==> src/rtl/pair_detect_pkg.sv <==
package pair_detect_pkg;

    // Two-wire tally passed from a cell to its right-hand neighbour.
    // Neither wire active: nothing seen; one_seen: exactly one; two_up: two or more.
    typedef struct packed {
        logic two_up;
        logic one_seen;
    } link_t;

    localparam link_t LINK_IDLE = '{two_up: 1'b0, one_seen: 1'b0};

    // The single cell function shared by the spatial and temporal forms.
    function automatic link_t cell_next(input link_t l, input logic b);
        link_t n;
        n.two_up   = l.two_up | (l.one_seen & b);
        n.one_seen = (l.one_seen & ~b) | (~l.one_seen & ~l.two_up & b);
        return n;
    endfunction

endpackage

==> src/rtl/pair_cell.sv <==
module pair_cell
    import pair_detect_pkg::*;
(
    input  link_t link_in,
    input  logic  cell_bit,
    output link_t link_out
);
    assign link_out = cell_next(link_in, cell_bit);
endmodule

==> src/rtl/pair_chain.sv <==
module pair_chain
    import pair_detect_pkg::*;
#(
    parameter int N = 8
) (
    input  logic [N-1:0] bits,
    output link_t        tail
);
    link_t lnk [0:N];

    // Leftmost cell sees an idle tally.
    assign lnk[0] = LINK_IDLE;

    for (genvar i = 0; i < N; i++) begin : g_cell
        pair_cell cell_i (
            .link_in (lnk[i]),
            .cell_bit(bits[i]),
            .link_out(lnk[i+1])
        );
    end

    assign tail = lnk[N];
endmodule

==> src/rtl/pair_serial.sv <==
module pair_serial
    import pair_detect_pkg::*;
(
    input  logic  clk,
    input  logic  rst,
    input  logic  bit_in,
    input  logic  bit_valid,
    output link_t state_q
);
    link_t state_d;

    pair_cell cell_i (
        .link_in (state_q),
        .cell_bit(bit_in),
        .link_out(state_d)
    );

    always_ff @(posedge clk) begin
        if (rst) begin
            state_q <= LINK_IDLE;
        end else if (bit_valid) begin
            state_q <= state_d;
        end
    end
endmodule

==> src/rtl/pair_detect.sv <==
module pair_detect
    import pair_detect_pkg::*;
#(
    parameter int N = 8
) (
    input  logic         clk,
    input  logic         rst,
    input  logic [N-1:0] vec_in,
    input  logic         bit_in,
    input  logic         bit_valid,
    output logic         vec_hit,
    output logic [1:0]   ser_state
);
    link_t chain_tail;
    link_t ser_q;

    pair_chain #(.N(N)) chain_i (
        .bits(vec_in),
        .tail(chain_tail)
    );

    pair_serial serial_i (
        .clk      (clk),
        .rst      (rst),
        .bit_in   (bit_in),
        .bit_valid(bit_valid),
        .state_q  (ser_q)
    );

    assign vec_hit   = chain_tail.two_up;
    assign ser_state = ser_q;
endmodule

==> config.mk <==
export PLATFORM = sky130hd
export DESIGN_NAME = pair_detect
export DESIGN_NICKNAME = d
export VERILOG_FILES = /design/src/rtl/pair_detect_pkg.sv /design/src/rtl/pair_cell.sv /design/src/rtl/pair_chain.sv /design/src/rtl/pair_serial.sv /design/src/rtl/pair_detect.sv
export SDC_FILE = /design/constraint.sdc
export NUM_CORES = 1
export LEC_CHECK = 0
export BUFFER_PORTS_ARGS = -buffer_cell sky130_fd_sc_hd__buf_4
export CORE_AREA = 2 2 39 41
export DETAILED_ROUTE_END_ITERATION = 16
export DIE_AREA = 0 0 41 43
export HOLD_SLACK_MARGIN = 0.03
export PLACE_DENSITY_LB_ADDON = 0.25
export SLEW_MARGIN = 20
export SYNTH_ARGS = -nofsm -noshare
export SYNTH_HDL_FRONTEND = slang
export SYNTH_SLANG_ARGS = --single-unit
==> constraint.sdc <==
create_clock -name clk -period 2.42 [get_ports clk]
set_input_delay 0.484 -clock clk [delete_from_list [all_inputs] [get_ports clk]]
set_output_delay 0.484 -clock clk [all_outputs]
set_load 0.005 [all_outputs]
==> report_table.html, run 1 <==
<table>
<tr><th>Metric</th><th>Value</th></tr>
<tr><th colspan="2">Yosys</th></tr>
<tr><td>Post-synthesis net count</td><td>40</td></tr>
<tr><td>Count of unique library cells instantiated by Yosys</td><td>15</td></tr>
<tr><td>Ranking of synthesized cells by area</td><td>dfxtp_1 20%, ha_1 13%, nor3_1 7.5%</td></tr>
<tr><td>Number of warnings reported in the yosys synthesis log</td><td>0</td></tr>
<tr><td>Cells after synthesis</td><td>26</td></tr>
<tr><td>Post-synthesis sequential area ratio</td><td>20.0%</td></tr>
<tr><td>Share of the synthesized area in the top cell type</td><td>20.0%</td></tr>
<tr><td>Cell area after synthesis</td><td>200 um^2</td></tr>
<tr><td>Seq cells post-synth</td><td>2</td></tr>
<tr><td>Mean Syn Cell Area</td><td>7.70 um^2</td></tr>
<tr><td>Yosys top cell by area</td><td>dfxtp_1</td></tr>
<tr><th colspan="2">Placed design</th></tr>
<tr><td>Weighted congestion reported at the end of routability-driven placement</td><td>0.568</td></tr>
<tr><td>Number of input and output port buffers inserted</td><td>14</td></tr>
<tr><td>Placed Area</td><td>325 um^2</td></tr>
<tr><td>HPWL Detailed</td><td>435 um</td></tr>
<tr><th colspan="2">Timing</th></tr>
<tr><td>Setup total negative slack</td><td>0 ns</td></tr>
<tr><td>Fin. Hold Viols</td><td>0</td></tr>
<tr><td>Final Slew Violations</td><td>0</td></tr>
<tr><td>Shortest period the worst path allows</td><td>2.33 ns</td></tr>
<tr><td>Worst Clk Skew</td><td>0.000645 ns</td></tr>
<tr><td>Normalized max-slew margin</td><td>80.0%</td></tr>
<tr><td>Worst hold slack across all endpoints</td><td>0.432 ns</td></tr>
<tr><td>Count of final setup violators</td><td>0</td></tr>
<tr><td>Worst-Margin Slew</td><td>0.300 ns</td></tr>
<tr><td>Top achievable clock speed</td><td>429 MHz</td></tr>
<tr><td>Final period util</td><td>96.3%</td></tr>
<tr><th colspan="2">Setup path</th></tr>
<tr><td>Worst Path Max Fanout</td><td>3</td></tr>
<tr><td>Crit Path Class</td><td>in2out</td></tr>
<tr><td>Critical Path End Type</td><td>primary output</td></tr>
<tr><td>Worst R2R Setup Slack</td><td>1.73 ns</td></tr>
<tr><td>Worst Reg2Reg Path Length in Cells</td><td>3</td></tr>
<tr><td>Startpoint type of the worst setup path</td><td>input port</td></tr>
<tr><td>Data arrival, critical path</td><td>1.85 ns</td></tr>
<tr><td>Critical path data required time</td><td>1.94 ns</td></tr>
<tr><th colspan="2">Cells and area</th></tr>
<tr><td>Syn-to-layout area delta</td><td>92.5%</td></tr>
<tr><td>Antenna Diode Count</td><td>0</td></tr>
<tr><td>Summed area of non-filler cells in the final layout</td><td>385 um^2</td></tr>
<tr><td>Share of layout cells above drive strength 1</td><td>55.8%</td></tr>
<tr><td>Fill cell instance count of the final layout</td><td>156</td></tr>
<tr><td>Util after Layout</td><td>27.8%</td></tr>
<tr><td>NumNets Final</td><td>59</td></tr>
<tr><th colspan="2">Clock network</th></tr>
<tr><td>CTS Root Buffer Type</td><td>clkbuf_4</td></tr>
<tr><td>Sink count of the clock tree</td><td>2</td></tr>
<tr><td>Clock tree from TritonCTS</td><td>built</td></tr>
<tr><td>Clock Latency Late Sink</td><td>0.22 ns</td></tr>
<tr><td>Maximum buffer depth of the clock tree</td><td>2</td></tr>
<tr><td>Post-CTS setup-driven buffer insertion count</td><td>0</td></tr>
<tr><td>Clock buffer count from CTS</td><td>3</td></tr>
<tr><td>CTS H-tree lvls</td><td>1</td></tr>
<tr><td>Clock transition at the registers of the reported paths</td><td>0.03 ns</td></tr>
<tr><th colspan="2">Run status</th></tr>
<tr><td>Outcome</td><td>completed</td></tr>
<tr><th colspan="2">Min path</th></tr>
<tr><td>Hold WC Path Type</td><td>in2reg</td></tr>
<tr><td>Hold path depth</td><td>2</td></tr>
<tr><td>Hold_sp</td><td>rst</td></tr>
<tr><th colspan="2">Floorplanning</th></tr>
<tr><td>Row cnt</td><td>14</td></tr>
<tr><td>Initial core utilization</td><td>14.5%</td></tr>
<tr><td>Area of the core region</td><td>1380 um^2</td></tr>
<tr><td>Area of the die</td><td>1760 um^2</td></tr>
<tr><td>Die X-Extent</td><td>41 um</td></tr>
<tr><td>IO Pins</td><td>15</td></tr>
<tr><td>Die H</td><td>43 um</td></tr>
<tr><th colspan="2">Power</th></tr>
<tr><td>Clock share of power</td><td>43.6%</td></tr>
<tr><td>Sw Pwr</td><td>40.6 uW</td></tr>
<tr><td>Fraction of power consumed by combinational cells</td><td>33.9%</td></tr>
<tr><td>IR drop worst, VDD</td><td>0.140 mV</td></tr>
<tr><td>Power density over the cells</td><td>420 nW/um^2</td></tr>
<tr><td>Sequential share of power</td><td>22.5%</td></tr>
<tr><td>Total power</td><td>162 uW</td></tr>
<tr><td>Switching Share</td><td>25.1%</td></tr>
<tr><td>Cell internal pwr</td><td>121 uW</td></tr>
<tr><td>Static leakage power</td><td>0.000168 uW</td></tr>
<tr><th colspan="2">Drt</th></tr>
<tr><td>Iteration-0 DRC count of the detailed router</td><td>7</td></tr>
<tr><td>Number of routed nets with antenna violations</td><td>0</td></tr>
<tr><td>DRC violation count after routing</td><td>0</td></tr>
<tr><td>Total routed wirelength</td><td>520 um</td></tr>
<tr><td>Drt first pass iters</td><td>4</td></tr>
<tr><td>Final routed wire length divided by cell count</td><td>8.81 um</td></tr>
<tr><td>Avg Vias per Cell</td><td>4.25</td></tr>
<tr><td>Vias after detailed routing</td><td>251</td></tr>
<tr><th colspan="2">GRT</th></tr>
<tr><td>Number of antenna violations at the first check in global routing</td><td>0</td></tr>
<tr><td>First-pass GRT wire length</td><td>772 um</td></tr>
<tr><td>Largest net degree at the start of global routing</td><td>5</td></tr>
<tr><td>Total overflow reported by the global router</td><td>0</td></tr>
<tr><td>Number of global-route vias before repair</td><td>227</td></tr>
<tr><td>Total routing usage reported by global routing</td><td>6.51%</td></tr>
<tr><th colspan="2">Run</th></tr>
<tr><td>Number of max-capacitance violations reported</td><td>0</td></tr>
</table>
## repair_timing
item                       in CTS  in global routing
gates resized for setup         0                  8
hold buffers                    0                  0
setup endpoints to repair       0                  1
## cells in the final DEF (no fill, tap or decap)
master,count
nand2_1,1
nor2_1,4
or4_4,1
inv_1,1
ha_4,1
buf_4,13
o211ai_2,1
dfxtp_1,2
o21ai_0,2
mux2i_1,1
nor3_1,3
a2111oi_4,1
a21oi_1,1
buf_6,1
clkbuf_4,3
ha_1,1
a22o_1,1
inv_4,2
a31oi_1,2
a21oi_2,1
## through the flow
step / worst slack [ns] / instances
floorplan: 0.304 / 26
global placement: 0.0112 / 56
detailed placement: 0.0110 / 56
CTS: 0.00395 / 59
global route: -0.00602 / 59
finish: 0.0904 / 59
## power by group through the flow
stage / sequential, uW / clock (uW) / combinational (uW)
final: 36.3 / 70.5 / 54.9
after global routing: 36.5 / 75.5 / 60.5
after CTS: 36.4 / 74.2 / 45.5
after detailed placement: 36.8 / 0 / 45.3
after global placement: 36.7 / 0 / 45.2
after floorplan: 36.8 / 0 / 20.2
## area by class of cell
cell class                      count  area (um^2)  share of cell area [%]
Timing Repair Buffer               14          109                    28.2
Sequential cell                     2         40.0                    10.4
Multi-Input combinational cell     21          178                    46.1
Inverter                            3         16.3                    4.22
Clock buffer                        3         22.5                    5.84
Tap cell                           16         20.0                    5.19
## how the worst max path moves through the flow
stage	cells after the start	slack, ns	to	from
final	9	0.09	vec_hit	vec_in[1]
after floorplan	7	0.30	vec_hit	vec_in[0]
after CTS	9	0.004	vec_hit	vec_in[0]
after global placement	9	0.01	vec_hit	vec_in[0]
after detailed placement	8	0.01	vec_hit	vec_in[0]
after global routing	9	-0.006	vec_hit	vec_in[1]
## worst max-delay path, cell delays in order
cell and delay (ns):
buf_4 0.12, inv_4 0.05, ha_4 0.20, mux2i_1 0.13
nor2_1 0.08, or4_4 0.41, a21oi_2 0.12, o211ai_2 0.09
buf_4 0.14
## Yosys cell counts (all sizes together)
| library cell | n |
|---|---|
| nor2 | 4 |
| inv | 3 |
| nor3 | 3 |
| a21oi | 2 |
| a31oi | 2 |
| dfxtp | 2 |
| ha | 2 |
| o21ai | 2 |
| a2111oi | 1 |
| a22o | 1 |
| mux2i | 1 |
| nand2 | 1 |
| o211ai | 1 |
| or4 | 1 |
## metal layers
layer	vias up	GRT usage (%)	share of wire (%)
li1	134	-	-
met1	111	7.01	36
met2	6	9.69	62
met3	0	1.57	1.9
met4	0	6.00	0
met5	-	0	0
## cells by family (layout without fill, tap and decap cells)
group | Yosys count | count (layout) | share of synthesized area, %
adder cells (fa/ha/maj) | 2 | 2 | 12.5
buffers and inverters | 3 | 20 | 5.62
multiplexers | 1 | 1 | 5.00
flip-flops | 2 | 2 | 20.0
AO/OA/AOI/OAI | 9 | 9 | 36.2
AND/OR/NAND/NOR | 9 | 9 | 20.6
No activity file was read; power rests on OpenSTA's default activity.
==> run 2, diff against run 1 <==
Settings changed: CORE_AREA 2 2 39 41 to 4 4 41 43, DIE_AREA 0 0 41 43 to 0 0 45 47, MAX_ROUTING_LAYER set to met4, REMOVE_ABC_BUFFERS set to 1.
==> run 2 against run 1 <==
  * Combinational power rose by 2%
  * Sequential cell count did not move
  * Critical path type unchanged
  * Core utilization rose by 1.6 points
  * Worst setup slack got worse by 0.024 ns
  * Critical path depth did not move
  * Non-clock buffer count rose by 1
  * Highest routed layer is now met4
  * Clock power rose by 1%
==> report_table.html, run 2 (synthesis gave the netlist of run 1 again) <==
<table>
<tr><th>Metric</th><th>Value</th></tr>
<tr><th colspan="2">Run status</th></tr>
<tr><td>Outcome</td><td>completed</td></tr>
<tr><th colspan="2">GRT</th></tr>
<tr><td>Grt met1 use</td><td>6.32%</td></tr>
<tr><td>Largest net degree at the start of global routing</td><td>5</td></tr>
<tr><td>First-pass GRT wire length</td><td>910 um</td></tr>
<tr><td>Busiest grt layer</td><td>met4</td></tr>
<tr><td>Number of antenna violations at the first check in global routing</td><td>0</td></tr>
<tr><td>Met3 track utilization from global routing</td><td>3.45%</td></tr>
<tr><td>Number of global-route vias before repair</td><td>248</td></tr>
<tr><td>Total overflow reported by the global router</td><td>0</td></tr>
<tr><td>Met2 usage in global routing</td><td>8.76%</td></tr>
<tr><td>Total routing usage reported by global routing</td><td>6.75%</td></tr>
<tr><th colspan="2">Cells and area</th></tr>
<tr><td>Area taken by multi-input logic gates</td><td>178 um^2</td></tr>
<tr><td>Most frequent standard cell in the layout excluding fill and tap cells</td><td>buf_4</td></tr>
<tr><td>NumNets Final</td><td>60</td></tr>
<tr><td>Sequential standard cell area</td><td>40.0 um^2</td></tr>
<tr><td>Fill cell instance count of the final layout</td><td>152</td></tr>
<tr><td>Most used cells in the layout excluding fill and tap cells</td><td>15 x buf_4, 4 x nor2_1, 3 x nor3_1, 3 x clkbuf_4</td></tr>
<tr><td>Share of layout cells above drive strength 1</td><td>54.5%</td></tr>
<tr><td>Count of non-filler cells in the finished layout</td><td>59</td></tr>
<tr><td>Util after Layout</td><td>29.4%</td></tr>
<tr><td>Antenna Diode Count</td><td>0</td></tr>
<tr><td>Syn-to-layout area delta</td><td>91.2%</td></tr>
<tr><th colspan="2">Floorplanning</th></tr>
<tr><td>Area of the core region</td><td>1300 um^2</td></tr>
<tr><td>Die X-Extent</td><td>45 um</td></tr>
<tr><td>Row cnt</td><td>13</td></tr>
<tr><td>Initial core utilization</td><td>15.4%</td></tr>
<tr><td>Die H</td><td>47 um</td></tr>
<tr><td>Area of the die</td><td>2120 um^2</td></tr>
<tr><td>IO Pins</td><td>15</td></tr>
<tr><th colspan="2">Setup path</th></tr>
<tr><td>Data arrival, critical path</td><td>1.87 ns</td></tr>
<tr><td>Ordered cell list for the critical path</td><td>buf_4 &gt; inv_1 &gt; ha_4 &gt; mux2i_1 &gt; nor2_1 &gt; or4_4 &gt; a21oi_2 &gt; o211ai_2 &gt; buf_4</td></tr>
<tr><td>Worst Reg2Reg Path Length in Cells</td><td>3</td></tr>
<tr><td>Slowest stage cell on the critical path</td><td>or4_4</td></tr>
<tr><td>Crit-path max cell delay</td><td>0.42 ns</td></tr>
<tr><td>Worst R2R Setup Slack</td><td>1.70 ns</td></tr>
<tr><td>Startpoint type of the worst setup path</td><td>input port</td></tr>
<tr><td>Critical path data required time</td><td>1.94 ns</td></tr>
<tr><td>Most frequent cell on the critical path</td><td>buf_4</td></tr>
<tr><td>Number of buffers and inverters on the critical path</td><td>3</td></tr>
<tr><td>Worst Path Max Fanout</td><td>3</td></tr>
<tr><td>Critical Path End Type</td><td>primary output</td></tr>
<tr><td>Number of gates on the worst path with buffers counted</td><td>9</td></tr>
<tr><td>Crit Path Class</td><td>in2out</td></tr>
<tr><td>Cell family with the largest share of critical-path delay</td><td>simple AND/OR/NAND/NOR gates</td></tr>
<tr><th colspan="2">Timing</th></tr>
<tr><td>Worst hold slack across all endpoints</td><td>0.426 ns</td></tr>
<tr><td>Top achievable clock speed</td><td>425 MHz</td></tr>
<tr><td>Fin. Hold Viols</td><td>0</td></tr>
<tr><td>Worst-Margin Slew</td><td>0.299 ns</td></tr>
<tr><td>Final period util</td><td>97.3%</td></tr>
<tr><td>Worst Clk Skew</td><td>0.00302 ns</td></tr>
<tr><td>Shortest period the worst path allows</td><td>2.35 ns</td></tr>
<tr><td>Count of final setup violators</td><td>0</td></tr>
<tr><td>Final Worst Setup Slack</td><td>0.0663 ns</td></tr>
<tr><td>Setup total negative slack</td><td>0 ns</td></tr>
<tr><td>Final Slew Violations</td><td>0</td></tr>
<tr><td>Normalized max-slew margin</td><td>80.0%</td></tr>
<tr><th colspan="2">Clock network</th></tr>
<tr><td>Post-CTS setup-driven buffer insertion count</td><td>0</td></tr>
<tr><td>Sink count of the clock tree</td><td>2</td></tr>
<tr><td>CTS Root Buffer Type</td><td>clkbuf_4</td></tr>
<tr><td>Clock tree from TritonCTS</td><td>built</td></tr>
<tr><td>CTS H-tree lvls</td><td>1</td></tr>
<tr><td>Maximum buffer depth of the clock tree</td><td>2</td></tr>
<tr><td>Clock Latency Late Sink</td><td>0.22 ns</td></tr>
<tr><td>Clock buffer count from CTS</td><td>3</td></tr>
<tr><td>Clock transition at the registers of the reported paths</td><td>0.03 ns</td></tr>
<tr><th colspan="2">Power</th></tr>
<tr><td>Power density over the cells</td><td>427 nW/um^2</td></tr>
<tr><td>IR drop worst, VDD</td><td>0.169 mV</td></tr>
<tr><td>Static leakage power</td><td>0.000173 uW</td></tr>
<tr><th colspan="2">Drt</th></tr>
<tr><td>Total routed wirelength</td><td>638 um</td></tr>
<tr><td>Drt first pass iters</td><td>2</td></tr>
<tr><td>Vias after detailed routing</td><td>254</td></tr>
<tr><td>DRC violation count after routing</td><td>0</td></tr>
<tr><td>Avg Vias per Cell</td><td>4.31</td></tr>
<tr><td>Iteration-0 DRC count of the detailed router</td><td>3</td></tr>
<tr><td>Final routed wire length divided by cell count</td><td>10.8 um</td></tr>
<tr><td>Number of routed nets with antenna violations</td><td>0</td></tr>
<tr><th colspan="2">Placed design</th></tr>
<tr><td>Weighted congestion reported at the end of routability-driven placement</td><td>0.634</td></tr>
<tr><td>Number of input and output port buffers inserted</td><td>14</td></tr>
<tr><td>Placement-stage worst setup slack</td><td>0.00969 ns</td></tr>
<tr><td>Total instance count after detailed placement</td><td>56</td></tr>
<tr><th colspan="2">Min path</th></tr>
<tr><td>Hold path depth</td><td>2</td></tr>
<tr><td>Hold WC Path Type</td><td>in2reg</td></tr>
<tr><th colspan="2">Run</th></tr>
<tr><td>Number of max-capacitance violations reported</td><td>0</td></tr>
</table>
## run 2: cell types whose count changed in the layout (fill, tap and decap cells not counted)
cell   previous run  this run
inv_4             2         0
inv_1             1         2
buf_4            13        15
buf_6             1         0
inv_2             0         1
## run 2: stage by stage
step	instance area (um^2)	total power, uW
final	383	164
after global routing	383	179
after CTS	367	162
after detailed placement	332	84.0
after global placement	332	83.8
after floorplan	200	57.0
## run 2: layout make-up
class / instances / area share, %
multi-input cells: 21 / 46.4
repair buffers: 15 / 29.4
flip-flops and latches: 2 / 10.5
clock buffers: 3 / 5.88
well taps: 15 / 4.90
inverters: 3 / 2.94
## run 2: path summary, 6_finish.rpt
check,from,endpoint
worst max-delay path,vec_in[1],vec_hit
worst min-delay path,rst,register
worst max register to register,register,register
worst min register to register,serial_i.state_q[1],serial_i.state_q[1]
## run 2: per-layer routing
metal | vias to the layer above | wire length (um) | part of all wire (%)
met5 | - | 0 | 0
met4 | 0 | 12 | 1.9
met3 | 2 | 64 | 10
met2 | 11 | 319 | 50
met1 | 107 | 241 | 38
li1 | 134 | - | -
## run 2: report_power, final
part	switching (uW)	internal, uW
clock network	16.8	54.5
logic	23.6	32.2
registers	1.54	34.9
total	41.9	122
## run 2: repair_timing
item,CTS,global route
setup endpoints to repair,1,1
gates resized for setup,1,3
hold buffers,0,0
==> run 3, diff against run 2 <==
Settings changed: SETUP_SLACK_MARGIN set to 0.15.
==> run 3 against run 2 <==
  * Register-to-register slack hardly changed
  * Via count is 0.79% lower
  * Clock skew hardly changed
  * Core utilization increased by 0.19 points
  * Critical endpoint unchanged
  * Largest power group unchanged
==> report_table.html, run 3 (synthesis gave the netlist of run 1 again) <==
<table>
<tr><th>Metric</th><th>Value</th></tr>
<tr><th colspan="2">Drt</th></tr>
<tr><td>Drt first pass iters</td><td>2</td></tr>
<tr><td>Iteration-0 DRC count of the detailed router</td><td>3</td></tr>
<tr><td>Vias after detailed routing</td><td>252</td></tr>
<tr><td>Total routed wirelength</td><td>635 um</td></tr>
<tr><td>Final routed wire length divided by cell count</td><td>10.8 um</td></tr>
<tr><td>Number of routed nets with antenna violations</td><td>0</td></tr>
<tr><td>Avg Vias per Cell</td><td>4.27</td></tr>
<tr><td>DRC violation count after routing</td><td>0</td></tr>
<tr><th colspan="2">GRT</th></tr>
<tr><td>Met3 track utilization from global routing</td><td>3.45%</td></tr>
<tr><td>Largest net degree at the start of global routing</td><td>5</td></tr>
<tr><td>Busiest grt layer</td><td>met4</td></tr>
<tr><td>Number of antenna violations at the first check in global routing</td><td>0</td></tr>
<tr><td>Total overflow reported by the global router</td><td>0</td></tr>
<tr><td>Grt met1 use</td><td>6.32%</td></tr>
<tr><td>Met2 usage in global routing</td><td>8.76%</td></tr>
<tr><td>Number of global-route vias before repair</td><td>248</td></tr>
<tr><td>First-pass GRT wire length</td><td>910 um</td></tr>
<tr><td>Total routing usage reported by global routing</td><td>6.75%</td></tr>
<tr><th colspan="2">Clock network</th></tr>
<tr><td>CTS H-tree lvls</td><td>1</td></tr>
<tr><td>Clock transition at the registers of the reported paths</td><td>0.03 ns</td></tr>
<tr><td>Clock Latency Late Sink</td><td>0.22 ns</td></tr>
<tr><td>Hold-fix buffers, CTS</td><td>0</td></tr>
<tr><td>Post-CTS setup-driven buffer insertion count</td><td>0</td></tr>
<tr><td>Clock buffer count from CTS</td><td>3</td></tr>
<tr><td>Sink count of the clock tree</td><td>2</td></tr>
<tr><td>CTS Root Buffer Type</td><td>clkbuf_4</td></tr>
<tr><td>Clock tree from TritonCTS</td><td>built</td></tr>
<tr><td>Maximum buffer depth of the clock tree</td><td>2</td></tr>
<tr><th colspan="2">Timing</th></tr>
<tr><td>Fin. Hold Viols</td><td>0</td></tr>
<tr><td>Setup total negative slack</td><td>0 ns</td></tr>
<tr><td>RSZ-0062 raised after global routing</td><td>true</td></tr>
<tr><td>Count of final setup violators</td><td>0</td></tr>
<tr><td>Final period util</td><td>95.4%</td></tr>
<tr><td>Final Slew Violations</td><td>0</td></tr>
<tr><td>Top achievable clock speed</td><td>433 MHz</td></tr>
<tr><td>Worst-Margin Slew</td><td>0.298 ns</td></tr>
<tr><td>Worst Clk Skew</td><td>0.00302 ns</td></tr>
<tr><td>Shortest period the worst path allows</td><td>2.31 ns</td></tr>
<tr><td>Normalized max-slew margin</td><td>80.1%</td></tr>
<tr><th colspan="2">Cells and area</th></tr>
<tr><td>Syn-to-layout area delta</td><td>92.5%</td></tr>
<tr><td>Count of non-filler cells in the finished layout</td><td>59</td></tr>
<tr><td>Most frequent standard cell in the layout excluding fill and tap cells</td><td>buf_4</td></tr>
<tr><td>Share of layout cells above drive strength 1</td><td>56.8%</td></tr>
<tr><td>Antenna Diode Count</td><td>0</td></tr>
<tr><td>Fill cell instance count of the final layout</td><td>152</td></tr>
<tr><td>NumNets Final</td><td>60</td></tr>
<tr><td>Most used cells in the layout excluding fill and tap cells</td><td>15 x buf_4, 4 x nor2_1, 3 x nor3_1, 3 x clkbuf_4</td></tr>
<tr><th colspan="2">Placed design</th></tr>
<tr><td>Number of input and output port buffers inserted</td><td>14</td></tr>
<tr><td>Total instance count after detailed placement</td><td>56</td></tr>
<tr><td>Weighted congestion reported at the end of routability-driven placement</td><td>0.634</td></tr>
<tr><th colspan="2">Floorplanning</th></tr>
<tr><td>Die X-Extent</td><td>45 um</td></tr>
<tr><td>IO Pins</td><td>15</td></tr>
<tr><td>Area of the core region</td><td>1300 um^2</td></tr>
<tr><td>Row cnt</td><td>13</td></tr>
<tr><td>Area of the die</td><td>2120 um^2</td></tr>
<tr><td>Initial core utilization</td><td>15.4%</td></tr>
<tr><td>Die H</td><td>47 um</td></tr>
<tr><th colspan="2">Run status</th></tr>
<tr><td>Outcome</td><td>completed</td></tr>
<tr><th colspan="2">Run</th></tr>
<tr><td>Number of max-capacitance violations reported</td><td>0</td></tr>
<tr><th colspan="2">Power</th></tr>
<tr><td>Static leakage power</td><td>0.000171 uW</td></tr>
<tr><td>IR drop worst, VDD</td><td>0.169 mV</td></tr>
<tr><td>Power density over the cells</td><td>427 nW/um^2</td></tr>
<tr><th colspan="2">Setup path</th></tr>
<tr><td>Data arrival, critical path</td><td>1.82 ns</td></tr>
<tr><td>Crit Path Class</td><td>in2out</td></tr>
<tr><td>Startpoint type of the worst setup path</td><td>input port</td></tr>
<tr><td>Worst Reg2Reg Path Length in Cells</td><td>3</td></tr>
<tr><td>Critical path data required time</td><td>1.94 ns</td></tr>
<tr><td>Worst Path Max Fanout</td><td>3</td></tr>
<tr><td>Critical Path End Type</td><td>primary output</td></tr>
<tr><th colspan="2">Min path</th></tr>
<tr><td>Hold path depth</td><td>2</td></tr>
<tr><td>Hold WC Path Type</td><td>in2reg</td></tr>
</table>
==> run 3: cell counts in the layout (fill, tap and decap cells not counted) <==
Identical to the previous run, type by type.
==> run 3: power breakdown <==
part | switching [uW] | internal, uW | leakage, uW
Combinational | 24.1 | 32.6 | 0.000141
Clock | 16.8 | 54.5 | 0.0000138
Sequential | 1.54 | 34.9 | 0.0000163
Total | 42.4 | 122 | 0.000171
==> run 3: final timing paths <==
kind	from	endpoint	slack [ns]
max reg2reg	register	register	1.70
min reg2reg	serial_i.state_q[1]	serial_i.state_q[1]	0.52
max	vec_in[0]	vec_hit	0.11
min	rst	register	0.43
==> run 3: area by class of cell <==
type / instances / area, um^2 / share of cell area, %
Inverter: 3 / 13.8 / 3.57
Clock buffer: 3 / 22.5 / 5.84
Multi-Input combinational cell: 21 / 178 / 46.1
Timing Repair Buffer: 15 / 113 / 29.2
Tap cell: 15 / 18.8 / 4.87
Sequential cell: 2 / 40.0 / 10.4
==> run 3: through the flow <==
step | total power, uW | area (um^2) | hold WS [ns] | util [%] | worst slack (ns)
2_1_floorplan | 57.0 | 200 | 0.483 | - | 0.304
3_3_place_gp | 83.8 | 332 | 0.507 | 25.5 | -0.00368
3_5_place_dp | 84.0 | 332 | 0.526 | 25.5 | 0.00969
4_1_cts | 162 | 367 | 0.418 | 28.2 | 0.0411
5_1_grt | 180 | 385 | 0.422 | 29.6 | 0.0355
6_report | 164 | 385 | 0.426 | 29.6 | 0.111
==> run 3: routing by layer <==
metal  part of all wire, %  vias to the layer above
met5                     0                        -
met4                   1.9                        0
met3                    11                        2
met2                    50                       11
met1                    37                      104
li1                      -                      135
==> run 3: critical path, cell delays in order <==
cell and delay, ns:
buf_4 0.12, inv_4 0.05, ha_4 0.21, mux2i_1 0.12, nor2_1 0.07, or4_4 0.42, a21oi_2 0.13, o211ai_2 0.08
buf_4 0.14
==> run 3: repair_timing <==
action                                 in CTS  in global routing
pin swaps                                   0                  3
resized for setup                           1                  5
endpoints found under the hold margin       0                  0
setup endpoints to repair                   1                  1
